[src/rtl/sched_pkg.sv]
// Shared definitions for the task slot scheduler.
// Assumes: nothing beyond IEEE 1800-2017.
package sched_pkg;
    localparam int DEF_TASKS = 4;

    typedef enum logic {
        MODE_DEBUG  = 1'b0,
        MODE_ATOMIC = 1'b1
    } sched_mode_e;
endpackage

[src/rtl/sched_lock_ctrl.sv]
// Lock ownership state for the scheduler. Grants the lock to an enabled
// requester when free, releases it on a matching free once the owner has no
// long operation pending, and drops it if the owner is disabled.
// Assumes: lock_tid/free_tid are below NUM_TASKS.
module sched_lock_ctrl #(
    parameter int NUM_TASKS = 4,
    localparam int TID_W = (NUM_TASKS > 1) ? $clog2(NUM_TASKS) : 1
) (
    input  logic                 clk,
    input  logic                 rst_n,
    input  logic [NUM_TASKS-1:0] task_en,
    input  logic [NUM_TASKS-1:0] long_busy,
    input  logic                 lock_req,
    input  logic [TID_W-1:0]     lock_tid,
    input  logic                 free_req,
    input  logic [TID_W-1:0]     free_tid,
    output logic                 lock_nxt,
    output logic [TID_W-1:0]     owner_nxt,
    output logic                 lock_q,
    output logic [TID_W-1:0]     owner_q
);
    logic pend_q, pend_nxt;
    logic free_hit;

    assign free_hit = free_req && (free_tid == owner_q);

    // Next lock state from current ownership and this cycle's strobes.
    always_comb begin
        lock_nxt  = lock_q;
        owner_nxt = owner_q;
        pend_nxt  = pend_q;
        if (lock_q) begin
            if (!task_en[owner_q]) begin
                lock_nxt = 1'b0;
                pend_nxt = 1'b0;
            end else if (free_hit || pend_q) begin
                if (long_busy[owner_q]) begin
                    pend_nxt = 1'b1;
                end else begin
                    lock_nxt = 1'b0;
                    pend_nxt = 1'b0;
                end
            end
        end else if (lock_req && task_en[lock_tid]) begin
            lock_nxt  = 1'b1;
            owner_nxt = lock_tid;
            pend_nxt  = 1'b0;
        end
    end

    // Lock state registers.
    always_ff @(posedge clk) begin
        if (!rst_n) begin
            lock_q  <= 1'b0;
            owner_q <= '0;
            pend_q  <= 1'b0;
        end else begin
            lock_q  <= lock_nxt;
            owner_q <= owner_nxt;
            pend_q  <= pend_nxt;
        end
    end

    AST_OWNER_KEPT: assert property (@(posedge clk) disable iff (!rst_n)
        (lock_q && task_en[owner_q]) |=> (!lock_q || owner_q == $past(owner_q)));

    AST_DISABLED_DROP: assert property (@(posedge clk) disable iff (!rst_n)
        (lock_q && !task_en[owner_q]) |=> !lock_q);

    AST_BUSY_DEFERS: assert property (@(posedge clk) disable iff (!rst_n)
        (lock_q && task_en[owner_q] && long_busy[owner_q]) |=> lock_q);
endmodule

[src/rtl/sched_rr_pick.sv]
// Rotation picker: returns the first enabled task after the current one,
// in ascending order with wrap, the current task being tried last.
// Assumes: cur_tid is below NUM_TASKS.
module sched_rr_pick #(
    parameter int NUM_TASKS = 4,
    localparam int TID_W = (NUM_TASKS > 1) ? $clog2(NUM_TASKS) : 1
) (
    input  logic [TID_W-1:0]     cur_tid,
    input  logic [NUM_TASKS-1:0] task_en,
    output logic [TID_W-1:0]     pick_tid,
    output logic                 pick_any
);
    // Scan from the farthest offset down so the nearest enabled task wins.
    always_comb begin
        pick_tid = cur_tid;
        pick_any = |task_en;
        for (int k = NUM_TASKS; k >= 1; k--) begin
            int idx;
            idx = int'(cur_tid) + k;
            if (idx >= NUM_TASKS) idx = idx - NUM_TASKS;
            if (task_en[idx]) pick_tid = TID_W'(idx);
        end
    end
endmodule

[src/rtl/task_slot_sched.sv]
// Task slot scheduler top. Registers one granted task per clock: the lock
// owner if a lock is in force, else the current task if the atomic policy
// holds it, else the next enabled task in rotation.
// Assumes: inputs synchronous to clk; outputs lag inputs by one edge.
module task_slot_sched #(
    parameter int NUM_TASKS = sched_pkg::DEF_TASKS,
    localparam int TID_W = (NUM_TASKS > 1) ? $clog2(NUM_TASKS) : 1
) (
    input  logic                 clk,
    input  logic                 rst_n,
    input  logic [NUM_TASKS-1:0] task_en,
    input  logic                 lock_req,
    input  logic [TID_W-1:0]     lock_tid,
    input  logic                 free_req,
    input  logic [TID_W-1:0]     free_tid,
    input  logic [NUM_TASKS-1:0] long_busy,
    input  logic                 set_atomic,
    input  logic                 set_debug,
    output logic [TID_W-1:0]     sel_tid,
    output logic                 sel_valid
);
    import sched_pkg::*;

    sched_mode_e       mode_q;
    logic              lock_nxt, lock_q;
    logic [TID_W-1:0]  owner_nxt, owner_q;
    logic [TID_W-1:0]  pick_tid;
    logic              pick_any;
    logic              hold;

    sched_lock_ctrl #(.NUM_TASKS(NUM_TASKS)) i_lock (
        .clk       (clk),
        .rst_n     (rst_n),
        .task_en   (task_en),
        .long_busy (long_busy),
        .lock_req  (lock_req),
        .lock_tid  (lock_tid),
        .free_req  (free_req),
        .free_tid  (free_tid),
        .lock_nxt  (lock_nxt),
        .owner_nxt (owner_nxt),
        .lock_q    (lock_q),
        .owner_q   (owner_q)
    );

    sched_rr_pick #(.NUM_TASKS(NUM_TASKS)) i_pick (
        .cur_tid  (sel_tid),
        .task_en  (task_en),
        .pick_tid (pick_tid),
        .pick_any (pick_any)
    );

    // Atomic hold: stay on a granted task that still has work in flight.
    assign hold = (mode_q == MODE_ATOMIC) && sel_valid &&
                  task_en[sel_tid] && long_busy[sel_tid];

    // Policy register; debug takes precedence.
    always_ff @(posedge clk) begin
        if (!rst_n)          mode_q <= MODE_DEBUG;
        else if (set_debug)  mode_q <= MODE_DEBUG;
        else if (set_atomic) mode_q <= MODE_ATOMIC;
    end

    // Grant register: lock owner, then atomic hold, then rotation.
    always_ff @(posedge clk) begin
        if (!rst_n) begin
            sel_tid   <= '0;
            sel_valid <= 1'b0;
        end else if (lock_nxt) begin
            sel_tid   <= owner_nxt;
            sel_valid <= 1'b1;
        end else if (hold) begin
            sel_valid <= 1'b1;
        end else begin
            sel_tid   <= pick_tid;
            sel_valid <= pick_any;
        end
    end

    AST_LOCK_GRANT: assert property (@(posedge clk) disable iff (!rst_n)
        lock_q |-> (sel_valid && sel_tid == owner_q));

    AST_ONLY_ENABLED: assert property (@(posedge clk) disable iff (!rst_n)
        1'b1 |=> (!sel_valid || ($past(task_en) & (NUM_TASKS'(1) << sel_tid)) != '0));

    AST_ATOMIC_HOLD: assert property (@(posedge clk) disable iff (!rst_n)
        (hold && !lock_req) |=> (sel_tid == $past(sel_tid) && sel_valid));

    AST_DEBUG_WINS: assert property (@(posedge clk) disable iff (!rst_n)
        set_debug |=> (mode_q == MODE_DEBUG));
endmodule

[config.mk]
export PLATFORM = sky130hd
export DESIGN_NAME = task_slot_sched
export DESIGN_NICKNAME = d
export VERILOG_FILES = /design/src/rtl/sched_pkg.sv /design/src/rtl/sched_lock_ctrl.sv /design/src/rtl/sched_rr_pick.sv /design/src/rtl/task_slot_sched.sv
export SDC_FILE = /design/constraint.sdc
export NUM_CORES = 1
export LEC_CHECK = 0
export BUFFER_PORTS_ARGS = -buffer_cell sky130_fd_sc_hd__buf_2
export CAP_MARGIN = 20
export CORE_AREA = 5 5 42 44
export DETAILED_ROUTE_END_ITERATION = 6
export DIE_AREA = 0 0 47 49
export PLACE_DENSITY = 0.84
export SYNTH_ARGS = -nofsm -noshare
export SYNTH_HDL_FRONTEND = slang
export SYNTH_SLANG_ARGS = --single-unit
export TNS_END_PERCENT = 1
[constraint.sdc]
create_clock -name clk -period 2.18 [get_ports clk]
set_input_delay 0.436 -clock clk [delete_from_list [all_inputs] [get_ports clk]]
set_output_delay 0.436 -clock clk [all_outputs]
set_load 0.02 [all_outputs]
==> summary.txt, run 1 <==
===============================================================================================
Setup slack of the most critical reg-to-reg path                                         460 ps
Clock tree from TritonCTS                                                                 built
Die Ht                                                                                    49 um
Post-cts gate resize count                                                                    0
Initial standard-cell utilization of the core                                             0.443
Final critical delay including setup and external delays                                1720 ps
Predominant post-synthesis flop cell                                               sky130_fd_sc_hd__dfxtp_1
Peak supply drop                                                                     0.000440 V
Count of final hold-check violations                                                          0
HPWL after detailed placement                                                           1.22 mm
Max_slew headroom                                                                         0.741
Final Max Tran Viols                                                                          0
FFs w/ async S/R, synth                                                                       0
Data arrival at the endpoint of the critical path                                       1870 ps
Power per cell area                                                                  682 mW/mm2
Part of the total power dissipated in sequential elements                                 0.397
Wire length of the first global-routing pass                                            2.54 mm
Worst Hold Class                                                                         in2reg
Total via count in the routed design                                                        593
CP endpoint kind                                                                           flop
Crit path largest cell delay                                                             550 ps
Synth Warn #                                                                                  0
Share of the core filled with cells                                                       0.522
Iteration-0 DRC Markers                                                                       5
Fraction of layout cells with a size suffix above 1                                       0.333
Total power consumption of the routed design                                             499 uW
RD Place Congestion                                                                       0.845
Sequential share of the synthesized area                                                  0.258
Cell area after synthesis                                                               621 um2
Remaining global-route overflow                                                               0
Drt via density                                                                            5.59
Clock tree skew after final layout                                                      2.65 ps
DRC Markers                                                                                   0
Clock sink count                                                                              8
Maximum fanout along the worst path                                                          11
Series of cell instances along the critical path                                   nor2_2 > a221oi_2 > a31oi_1 > nor4_2 > xor2_1 > o21a_1
Worst-margin pin slew                                                                    386 ps
Wire length after detailed routing                                                      1.51 mm
Crit path kind                                                                          reg2reg
Core outline area                                                                   0.00140 mm2
Largest net degree at the start of global routing                                            13
Number of levels the H-tree was split into                                                    1
Synth Area in Adders                                                                          0
Endpoints failing setup                                                                       0
Synth Register Bits                                                                           8
DP Area                                                                                 709 um2
Crit share post-route                                                                     0.789
Combined global-route utilization of all metal layers                                     0.152
Die Footprint                                                                       0.00230 mm2
Fillcell total                                                                              156
Diodes inserted                                                                               0
Simple-gate area share of the yosys netlist                                               0.254
Setup TNS                                                                                  0 ps
Count of max-cap constraint violations                                                        0
Internal power of the cells                                                              321 uW
Number of nets at the end of the flow                                                       110
Latest clock arrival within the worst-skew pair                                          260 ps
Syn Area/Cell                                                                          8.99 um2
Port Buffers                                                                                 20
Number of buffers inserted by hold repair at cts                                              0
RSZ-0062 raised after global routing                                                      false
Peak clock frequency supported by timing                                                582 MHz
Rows                                                                                         14
Average detailed-routed wire length per instance                                        14.3 um
Fraction of power spent switching nets                                                    0.357
Fraction of the mapped netlist area in compound gates                                     0.228
# Post-CTS Setup Buffers                                                                      0
Die W                                                                                     47 um
Switching power summed over all nets                                                     178 uW
Dominant combinational cell family by area after synthesis                         simple AND/OR/NAND/NOR gates
Gate Count Post-Synth                                                                        69
Logic pwr share                                                                           0.370
Count of flip-flops with a built-in enable after synthesis                                    0
Element type at the critical path start                                                    flop
Outcome                                                                               completed
Area delta synth->final                                                                   17.9%
Fin area                                                                                732 um2
Total I/O pin count                                                                          21
Clock input transition at the sequential cells of the worst setup and hold paths          60 ps
TritonCTS buffer count                                                                        3
Cell type of the slowest stage on the worst timing path                            sky130_fd_sc_hd__dfxtp_1
Share of total power in the clock network                                                 0.234
Multiplexer fraction of the synthesized cell area                                         0.161
Data required time at the worst endpoint                                                2330 ps
Net count after synthesis                                                                    87
Initial antenna violation count                                                               0
Area share of xor/xnor cells in the synthesized design                                   0.0423
Leak Pwr                                                                            0.000327 uW
Post-route antenna net violation count                                                        0
TritonRoute pass-1 iters                                                                      4
Distinct cells, synth                                                                        37
CTS max path bufs                                                                             2
Via count of the first global-routing pass                                                  586
Library cell used as clock root buffer                                             sky130_fd_sc_hd__clkbuf_4
===============================================================================================
## path summary, 6_finish.rpt
kind                 to  cells after the start        from
max reg2reg  sel_tid[0]                      6  sel_tid[0]
max          sel_tid[0]                      6  sel_tid[0]
min              mode_q                      2   set_debug
min reg2reg      mode_q                      2      mode_q
## synth_stat cells, drive strengths merged, types with 2 or more instances
library cell,number,area share
nand2,5,0.030
buf,2,0.050
o21a,2,0.026
nor2,11,0.071
xnor2,2,0.028
nor2b,2,0.032
a31oi,2,0.020
mux4,2,0.079
dfxtp,8,0.26
nand3,2,0.016
nand2b,2,0.020
nor3,2,0.016
a21oi,3,0.024
o21ai,4,0.032
mux2i,4,0.065
## worst max-delay path, delay by kind of cell (launching register included)
| family | cells | cell delay (ps) |
|---|---|---|
| AOI/OAI and AO/OA | 3 | 530 |
| xor gates and xnor gates | 1 | 110 |
| DFF | 1 | 550 |
| and+or+nand+nor | 2 | 430 |
## layout by cell type (no fill, tap or decap), types with 2 or more instances in the layout
cell,n
sky130_fd_sc_hd__buf_2,20
sky130_fd_sc_hd__nor2_1,10
sky130_fd_sc_hd__dfxtp_1,8
sky130_fd_sc_hd__nand2_1,5
sky130_fd_sc_hd__mux2i_1,4
sky130_fd_sc_hd__a21oi_1,3
sky130_fd_sc_hd__clkbuf_4,3
sky130_fd_sc_hd__nand2b_1,2
sky130_fd_sc_hd__nor3_1,2
sky130_fd_sc_hd__xnor2_1,2
sky130_fd_sc_hd__a31oi_1,2
sky130_fd_sc_hd__o21ai_1,2
sky130_fd_sc_hd__nand3_1,2
sky130_fd_sc_hd__o21ai_0,2
## power by group through the flow
stage	logic (uW)	registers (uW)	clock network, uW
floorplan	161	191	0
global placement	180	201	0
detailed placement	186	200	0
CTS	187	197	118
global route	203	201	125
finish	184	198	117
## cell type report
cell class,count,area (um2),share of cell area
Multi-Input combinational cell,58,425,0.581
Timing Repair Buffer,20,100,0.137
Tap cell,16,20.0,0.0274
Clock buffer,3,22.5,0.0308
Sequential cell,8,160,0.219
Inverter,1,3.75,0.00513
## per-stage QoR
step,instances,setup slack (ps),hold slack (ps)
floorplan,69,576,469
global placement,103,454,481
detailed placement,103,438,505
CTS,106,441,334
global route,106,368,349
finish,106,460,339
## registers in the layout, indices dropped and copies added (netlist names)
register and count:
i_lock.owner_q 2, sel_tid 2, i_lock.lock_q 1, i_lock.pend_q 1, mode_q 1, sel_valid 1
## logic make-up (layout without fill, tap and decap cells)
family                 after synthesis  count (layout)
AND/OR/NAND/NOR                     29              29
AO/OA/AOI/OAI                       19              19
flip-flops                           8               8
multiplexers                         7               7
XOR/XNOR                             3               3
buffers and inverters                3              24
## metal layers
metal	global-route usage	routed length, um	vias up
li1	-	-	301
met1	0.185	629	272
met2	0.224	760	15
met3	0.0443	80	5
met4	0.0968	42	0
met5	0	0	-
No activity file was read; power rests on OpenSTA's default activity.
==> run 2, diff against run 1 <==
--- a/config.mk
+++ b/config.mk
@@ -5,12 +5,14 @@
 export SDC_FILE = /design/constraint.sdc
 export NUM_CORES = 1
 export LEC_CHECK = 0
+export ABC_AREA = 1
 export BUFFER_PORTS_ARGS = -buffer_cell sky130_fd_sc_hd__buf_2
 export CAP_MARGIN = 20
-export CORE_AREA = 5 5 42 44
+export CORE_ASPECT_RATIO = 0.9
+export CORE_MARGIN = 5
+export CORE_UTILIZATION = 44
 export DETAILED_ROUTE_END_ITERATION = 6
-export DIE_AREA = 0 0 47 49
-export PLACE_DENSITY = 0.84
+export PLACE_DENSITY = 0.82
 export SYNTH_ARGS = -nofsm -noshare
 export SYNTH_HDL_FRONTEND = slang
 export SYNTH_SLANG_ARGS = --single-unit
==> constraint.sdc (replaced) <==
create_clock -name clk -period 1.5 [get_ports clk]
set_input_delay 0.3 -clock clk [delete_from_list [all_inputs] [get_ports clk]]
set_output_delay 0.3 -clock clk [all_outputs]
set_load 0.02 [all_outputs]
==> run 2 against run 1 <==
Net effect: routed wire length up 21%; setup slack worse by 310 ps; sequential power is 35% higher; combinational power rose to 2.5 times the previous value; final cell count up 57%; total power grew 80%; highest routed layer unchanged; critical endpoint is now sel_tid[1]; critical path depth increased by 2; first-iteration DRC count rose to 4.6 times the previous value; non-clock buffer count grew 3; count of clock-buffer cells in the layout stayed put.
==> summary.txt, run 2 <==
===============================================================================================
Final Max Tran Viols                                                                          0
Cell type of the slowest stage on the worst timing path                            sky130_fd_sc_hd__dfxtp_1
Number of nets at the end of the flow                                                       171
Cell type with the highest aggregate area in the netlist                           sky130_fd_sc_hd__nand2_1
Syn Area/Cell                                                                          5.46 um2
DRC Markers                                                                                   0
Crit share post-route                                                                     0.902
Max_slew headroom                                                                         0.815
Worst-margin pin slew                                                                    274 ps
Cell types occupying the most area after synthesis                                 sky130_fd_sc_hd__nand2_1 25%, sky130_fd_sc_hd__dfxtp_1 23%, sky130_fd_sc_hd__nand3_1 12%, sky130_fd_sc_hd__inv_1 8.7%, sky130_fd_sc_hd__nor2_1 8.2%
Port Buffers                                                                                 20
Outcome                                                                               completed
CP endpoint kind                                                                           flop
Hold Worst Slack                                                                         205 ps
Largest net degree at the start of global routing                                             8
Fin area                                                                                842 um2
Synth Area in Adders                                                                          0
Series of cell instances along the critical path                                   inv_2 > or2_0 > nand3_1 > nand3_1 > nand3_2 > nand2_2 > nor2_1 > nor2_1
RSZ-0062 raised after global routing                                                      false
Part of the total power dissipated in sequential elements                                 0.298
Count of flip-flops with a built-in enable after synthesis                                    0
Distinct cells, synth                                                                        19
Average detailed-routed wire length per instance                                        11.0 um
Leak Pwr                                                                            0.000482 uW
Synth Warn #                                                                                  0
Portion of synthesized cell area occupied by the leading cell type                        0.245
Wire length of the first global-routing pass                                            2.99 mm
Total via count in the routed design                                                        840
Data arrival at the endpoint of the critical path                                       1500 ps
HPWL after detailed placement                                                           1.50 mm
Clock sink count                                                                              8
Fraction of the mapped netlist area in compound gates                                    0.0891
Clock input transition at the sequential cells of the worst setup and hold paths          50 ps
Via count of the first global-routing pass                                                  775
Fraction of layout cells with a size suffix above 1                                       0.245
Peak supply drop                                                                     0.000599 V
Gate Count Post-Synth                                                                       126
Final critical delay including setup and external delays                                1350 ps
TritonRoute pass-1 iters                                                                      4
Library cell with the highest instance count after synthesis                       sky130_fd_sc_hd__nand2_1
RD Place Congestion                                                                       0.904
Top flop regs                                                                      i_lock.owner_q x2, sel_tid x2
Count of final hold-check violations                                                          0
TritonCTS buffer count                                                                        3
Drt via density                                                                            5.06
Logic pwr share                                                                           0.520
CTS max path bufs                                                                             2
Commonest cells after routing, fill and taps aside                                 45 x sky130_fd_sc_hd__nand2_1, 20 x sky130_fd_sc_hd__buf_2, 17 x sky130_fd_sc_hd__nand3_1
Sequential share of the synthesized area                                                  0.233
Post-route antenna net violation count                                                        0
Setup slack of the most critical reg-to-reg path                                         150 ps
Diodes inserted                                                                               0
Setup TNS                                                                                  0 ps
Simple-gate area share of the yosys netlist                                               0.564
Number of buffers inserted by hold repair at cts                                              0
Peak clock frequency supported by timing                                                739 MHz
DP Area                                                                                 818 um2
Total I/O pin count                                                                          21
Iteration-0 DRC Markers                                                                      23
Remaining global-route overflow                                                               0
Rows                                                                                         13
Power per cell area                                                                 1070 mW/mm2
Library cell used as clock root buffer                                             sky130_fd_sc_hd__clkbuf_4
Data required time at the worst endpoint                                                1650 ps
Core outline area                                                                   0.00146 mm2
Die Footprint                                                                       0.00246 mm2
Die W                                                                                   51.7 um
Initial standard-cell utilization of the core                                             0.470
Initial antenna violation count                                                               0
Multiplexer fraction of the synthesized cell area                                             0
Net count after synthesis                                                                   144
Latest clock arrival within the worst-skew pair                                          250 ps
Internal power of the cells                                                              516 uW
FFs w/ async S/R, synth                                                                       0
Area share of xor/xnor cells in the synthesized design                                        0
Clock tree skew after final layout                                                      3.05 ps
Fraction of power spent switching nets                                                    0.426
Switching power summed over all nets                                                     383 uW
Count of max-cap constraint violations                                                        0
Crit path kind                                                                          reg2reg
Number of levels the H-tree was split into                                                    1
Maximum fanout along the worst path                                                           7
Most common library cell in the layout ignoring fill and taps                      sky130_fd_sc_hd__nand2_1
Share of total power in the clock network                                                 0.182
Worst Hold Class                                                                         in2reg
Cell area after synthesis                                                               688 um2
Area delta synth->final                                                                   22.4%
Synth cell count leaders                                                           45 x sky130_fd_sc_hd__nand2_1, 17 x sky130_fd_sc_hd__nand3_1, 16 x sky130_fd_sc_hd__inv_1, 15 x sky130_fd_sc_hd__nor2_1, 8 x sky130_fd_sc_hd__dfxtp_1
Crit path largest cell delay                                                             410 ps
Element type at the critical path start                                                    flop
Predominant post-synthesis flop cell                                               sky130_fd_sc_hd__dfxtp_1
Synth Register Bits                                                                           8
Wire length after detailed routing                                                      1.83 mm
Endpoints failing setup                                                                       0
Combined global-route utilization of all metal layers                                     0.162
Clock tree from TritonCTS                                                                 built
Dominant combinational cell family by area after synthesis                         simple AND/OR/NAND/NOR gates
Die Ht                                                                                  47.5 um
===============================================================================================
run 2: cell type report:
class / instances / area [um2]
Clock buffer: 3 / 22.5
Sequential cell: 8 / 161
Inverter: 18 / 67.6
Tap cell: 15 / 18.8
Multi-Input combinational cell: 99 / 449
Timing Repair Buffer: 23 / 123
Fill cell: 154 / 622
run 2: worst max-delay path, delay by kind of cell, from the launching register on:
family | cells | cell delay (ps)
simple gates | 7 | 730
buf+inv | 1 | 100
flops | 1 | 410
run 2: metrics by stage:
stage | total power, uW | instances | setup slack (ps) | util
2_1_floorplan | 610 | 126 | 72.3 | -
3_3_place_gp | 719 | 163 | 164 | 0.559
3_5_place_dp | 730 | 163 | 84.3 | 0.559
4_1_cts | 905 | 166 | 128 | 0.574
5_1_grt | 984 | 166 | 9.12 | 0.575
6_report | 899 | 166 | 147 | 0.575
run 2: path summary, 6_finish.rpt:
kind / startpoint / endpoint / cells after the start
setup / recovery: i_lock.owner_q[0] / sel_tid[1] / 8
hold / removal: set_debug / mode_q / 2
setup reg to reg: i_lock.owner_q[0] / sel_tid[1] / 8
hold reg to reg: mode_q / mode_q / 2
run 2: cells by family (layout without fill, tap and decap cells):
| group | count (synthesis) | in the layout |
|---|---|---|
| AND/OR/NAND/NOR | 88 | 88 |
| buffers and inverters | 19 | 44 |
| AO/OA/AOI/OAI | 11 | 11 |
| flip-flops | 8 | 8 |
run 2: power groups by stage:
stage | clock [uW] | combinational (uW) | sequential, uW
2_1_floorplan | 0 | 322 | 287
3_3_place_gp | 0 | 453 | 267
3_5_place_dp | 0 | 462 | 268
4_1_cts | 177 | 465 | 264
5_1_grt | 187 | 527 | 270
6_report | 164 | 468 | 268
run 2: repair_timing:
action,4_1_cts,5_1_grt
setup buffers,0,0
resized for setup,0,2
endpoints found under the setup margin,0,1
run 2: layer usage:
layer	part of all wire	vias up	GRT usage
met5	0	-	0
met4	0.0077	0	0.0838
met3	0.051	2	0.0125
met2	0.44	33	0.279
met1	0.50	355	0.207
li1	-	450	-
==> run 3, diff against run 2 <==
--- a/config.mk
+++ b/config.mk
@@ -5,12 +5,11 @@
 export SDC_FILE = /design/constraint.sdc
 export NUM_CORES = 1
 export LEC_CHECK = 0
-export ABC_AREA = 1
 export BUFFER_PORTS_ARGS = -buffer_cell sky130_fd_sc_hd__buf_2
 export CAP_MARGIN = 20
 export CORE_ASPECT_RATIO = 0.9
 export CORE_MARGIN = 5
-export CORE_UTILIZATION = 44
+export CORE_UTILIZATION = 43
 export DETAILED_ROUTE_END_ITERATION = 6
 export PLACE_DENSITY = 0.82
 export SYNTH_ARGS = -nofsm -noshare
==> run 3 against run 2 <==
Net effect: the flow now finishes with violations (setup timing); clock skew grew 2.8 ps; sequential share of layout area grew 2.4 points; via count shrank 28%; maximum frequency shrank 11%; hold slack gained 3.8 ps; sequential power grew 8.2%; global-route usage shrank 2.3 points; setup slack lost 170 ps; sequential cell count is the same; critical path depth shrank 2; register-to-register slack lost 170 ps; final cell count shrank 33%; largest cell class unchanged.
==> summary.txt, run 3 (synthesis gave the netlist of run 1 again) <==
===============================================================================================
Most common library cell in the layout ignoring fill and taps                      sky130_fd_sc_hd__buf_2
Count of final hold-check violations                                                          0
Initial standard-cell utilization of the core                                             0.444
Crit share post-route                                                                      1.02
Series of cell instances along the critical path                                   nor2b_4 > a221oi_2 > a31oi_1 > nor4_2 > xor2_1 > o21a_1
Combined global-route utilization of all metal layers                                     0.139
Top flop regs                                                                      i_lock.owner_q x2, sel_tid x2
Share of the core filled with cells                                                       0.561
TritonCTS buffer count                                                                        3
Total via count in the routed design                                                        607
Clock tree skew after final layout                                                      5.89 ps
Critical register-to-register path startpoint                                        sel_tid[0]
Share of total power in the clock network                                                 0.232
Violations in the final reports                                                    setup timing
Crit path largest cell delay                                                             370 ps
Finished Layout Cells                                                                       111
Worst hold path startpoint                                                            set_debug
CTS max path bufs                                                                             2
Via count of the first global-routing pass                                                  569
Remaining global-route overflow                                                               0
Leak Pwr                                                                            0.000357 uW
Largest net degree at the start of global routing                                            13
Count of max-cap constraint violations                                                        0
Final Worst Setup Slack                                                                -22.8 ps
Port Buffers                                                                                 20
DRC Markers                                                                                   0
CP endpoint kind                                                                           flop
Worst Hold Class                                                                         in2reg
Wire length after detailed routing                                                      1.51 mm
Die Ht                                                                                  46.0 um
Number of buffers inserted by hold repair at cts                                              0
Final Max Tran Viols                                                                          0
Sequential Area                                                                         169 um2
Diodes inserted                                                                               0
Maximum fanout along the worst path                                                           9
Data arrival at the endpoint of the critical path                                       1670 ps
Library cell used as clock root buffer                                             sky130_fd_sc_hd__clkbuf_4
Part of the total power dissipated in sequential elements                                 0.381
Endpoints failing setup                                                                       1
Element type at the critical path start                                                    flop
# Post-CTS Setup Buffers                                                                      0
Data required time at the worst endpoint                                                1650 ps
Internal power of the cells                                                              501 uW
Fillcell total                                                                              139
Outcome                                                                            finished, violations left
Post-route antenna net violation count                                                        0
Drt via density                                                                            5.47
RD Place Congestion                                                                       0.832
Fraction of power spent switching nets                                                    0.342
Max_slew headroom                                                                         0.816
Worst-margin pin slew                                                                    273 ps
Total I/O pin count                                                                          21
Logic pwr share                                                                           0.387
Core outline area                                                                   0.00140 mm2
Number of levels the H-tree was split into                                                    1
Peak clock frequency supported by timing                                                657 MHz
Commonest cells after routing, fill and taps aside                                 20 x sky130_fd_sc_hd__buf_2, 10 x sky130_fd_sc_hd__nor2_1, 5 x sky130_fd_sc_hd__nand2_1, 5 x sky130_fd_sc_hd__dfxtp_1, 5 x sky130_fd_sc_hd__buf_4
Iteration-0 DRC Markers                                                                      12
Area delta synth->final                                                                   26.4%
Wire length of the first global-routing pass                                            2.46 mm
HPWL after detailed placement                                                           1.20 mm
Average detailed-routed wire length per instance                                        13.6 um
Clock input transition at the sequential cells of the worst setup and hold paths          60 ps
Final critical delay including setup and external delays                                1520 ps
Crit path kind                                                                          reg2reg
Clock sink count                                                                              8
Cell count after placement                                                                  107
Initial antenna violation count                                                               0
Latest clock arrival within the worst-skew pair                                          250 ps
Worst setup startpoint                                                               sel_tid[0]
Die Footprint                                                                       0.00230 mm2
Fraction of layout cells with a size suffix above 1                                       0.406
Number of nets at the end of the flow                                                       115
Die W                                                                                   50.0 um
Peak supply drop                                                                     0.000457 V
Clock tree from TritonCTS                                                                 built
TritonRoute pass-1 iters                                                                      4
Cell type of the slowest stage on the worst timing path                            sky130_fd_sc_hd__dfxtp_4
Rows                                                                                         13
Area of combinational cells with multiple inputs                                        429 um2
Switching power summed over all nets                                                     260 uW
RSZ-0062 raised after global routing                                                       true
Power per cell area                                                                  971 mW/mm2
===============================================================================================
==> run 3: area by class of cell <==
class | count | share of cell area
Tap cell | 15 | 0.0239
Timing Repair Buffer | 25 | 0.175
Inverter | 1 | 0.00478
Sequential cell | 8 | 0.215
Multi-Input combinational cell | 58 | 0.547
Clock buffer | 4 | 0.0335
==> run 3: metal layers <==
metal | track usage | vias to the layer above | wire length (um)
met2 | 0.218 | 23 | 681
met1 | 0.179 | 269 | 694
met5 | 0 | - | 0
met4 | 0.0628 | 0 | 0
met3 | 0.0361 | 0 | 131
li1 | - | 315 | -
==> run 3: repair_timing <==
item	CTS	global route
resized for setup	3	0
pin swaps	0	1
setup endpoints to repair	2	2
==> run 3: per-stage QoR <==
step	setup slack, ps	power, uW	area (um2)	TNS, ps	hold slack [ps]
after CTS	-26.1	764	785	-26.1	208
final	-22.8	762	785	-22.8	209
after global placement	-72.8	576	751	-89.3	466
after detailed placement	-73.8	583	751	-142	466
after global routing	-115	818	785	-153	204
after floorplan	-9.39	517	626	-9.39	379
==> run 3: power by group through the flow <==
stage / Clock, uW / Combinational [uW] / Sequential [uW]
finish: 177 / 295 / 290
global route: 201 / 321 / 296
CTS: 180 / 295 / 289
detailed placement: 0 / 291 / 292
global placement: 0 / 286 / 290
floorplan: 0 / 233 / 284
==> run 3: worst max-delay path, delay by kind of cell (launching register included) <==
kind | cells | cell delay [ps]
AO/OA/AOI/OAI | 3 | 470
AND/OR/NAND/NOR | 2 | 460
flip-flops | 1 | 370
XOR/XNOR | 1 | 110
==> run 3: path summary, 6_finish.rpt <==
| kind | end | slack [ps] | cells past startpoint |
|---|---|---|---|
| worst min-delay path | mode_q | 210 | 2 |
| worst min register to register | mode_q | 500 | 2 |
| worst max-delay path | sel_tid[0] | -20 | 6 |
| worst max register to register | sel_tid[0] | -20 | 6 |
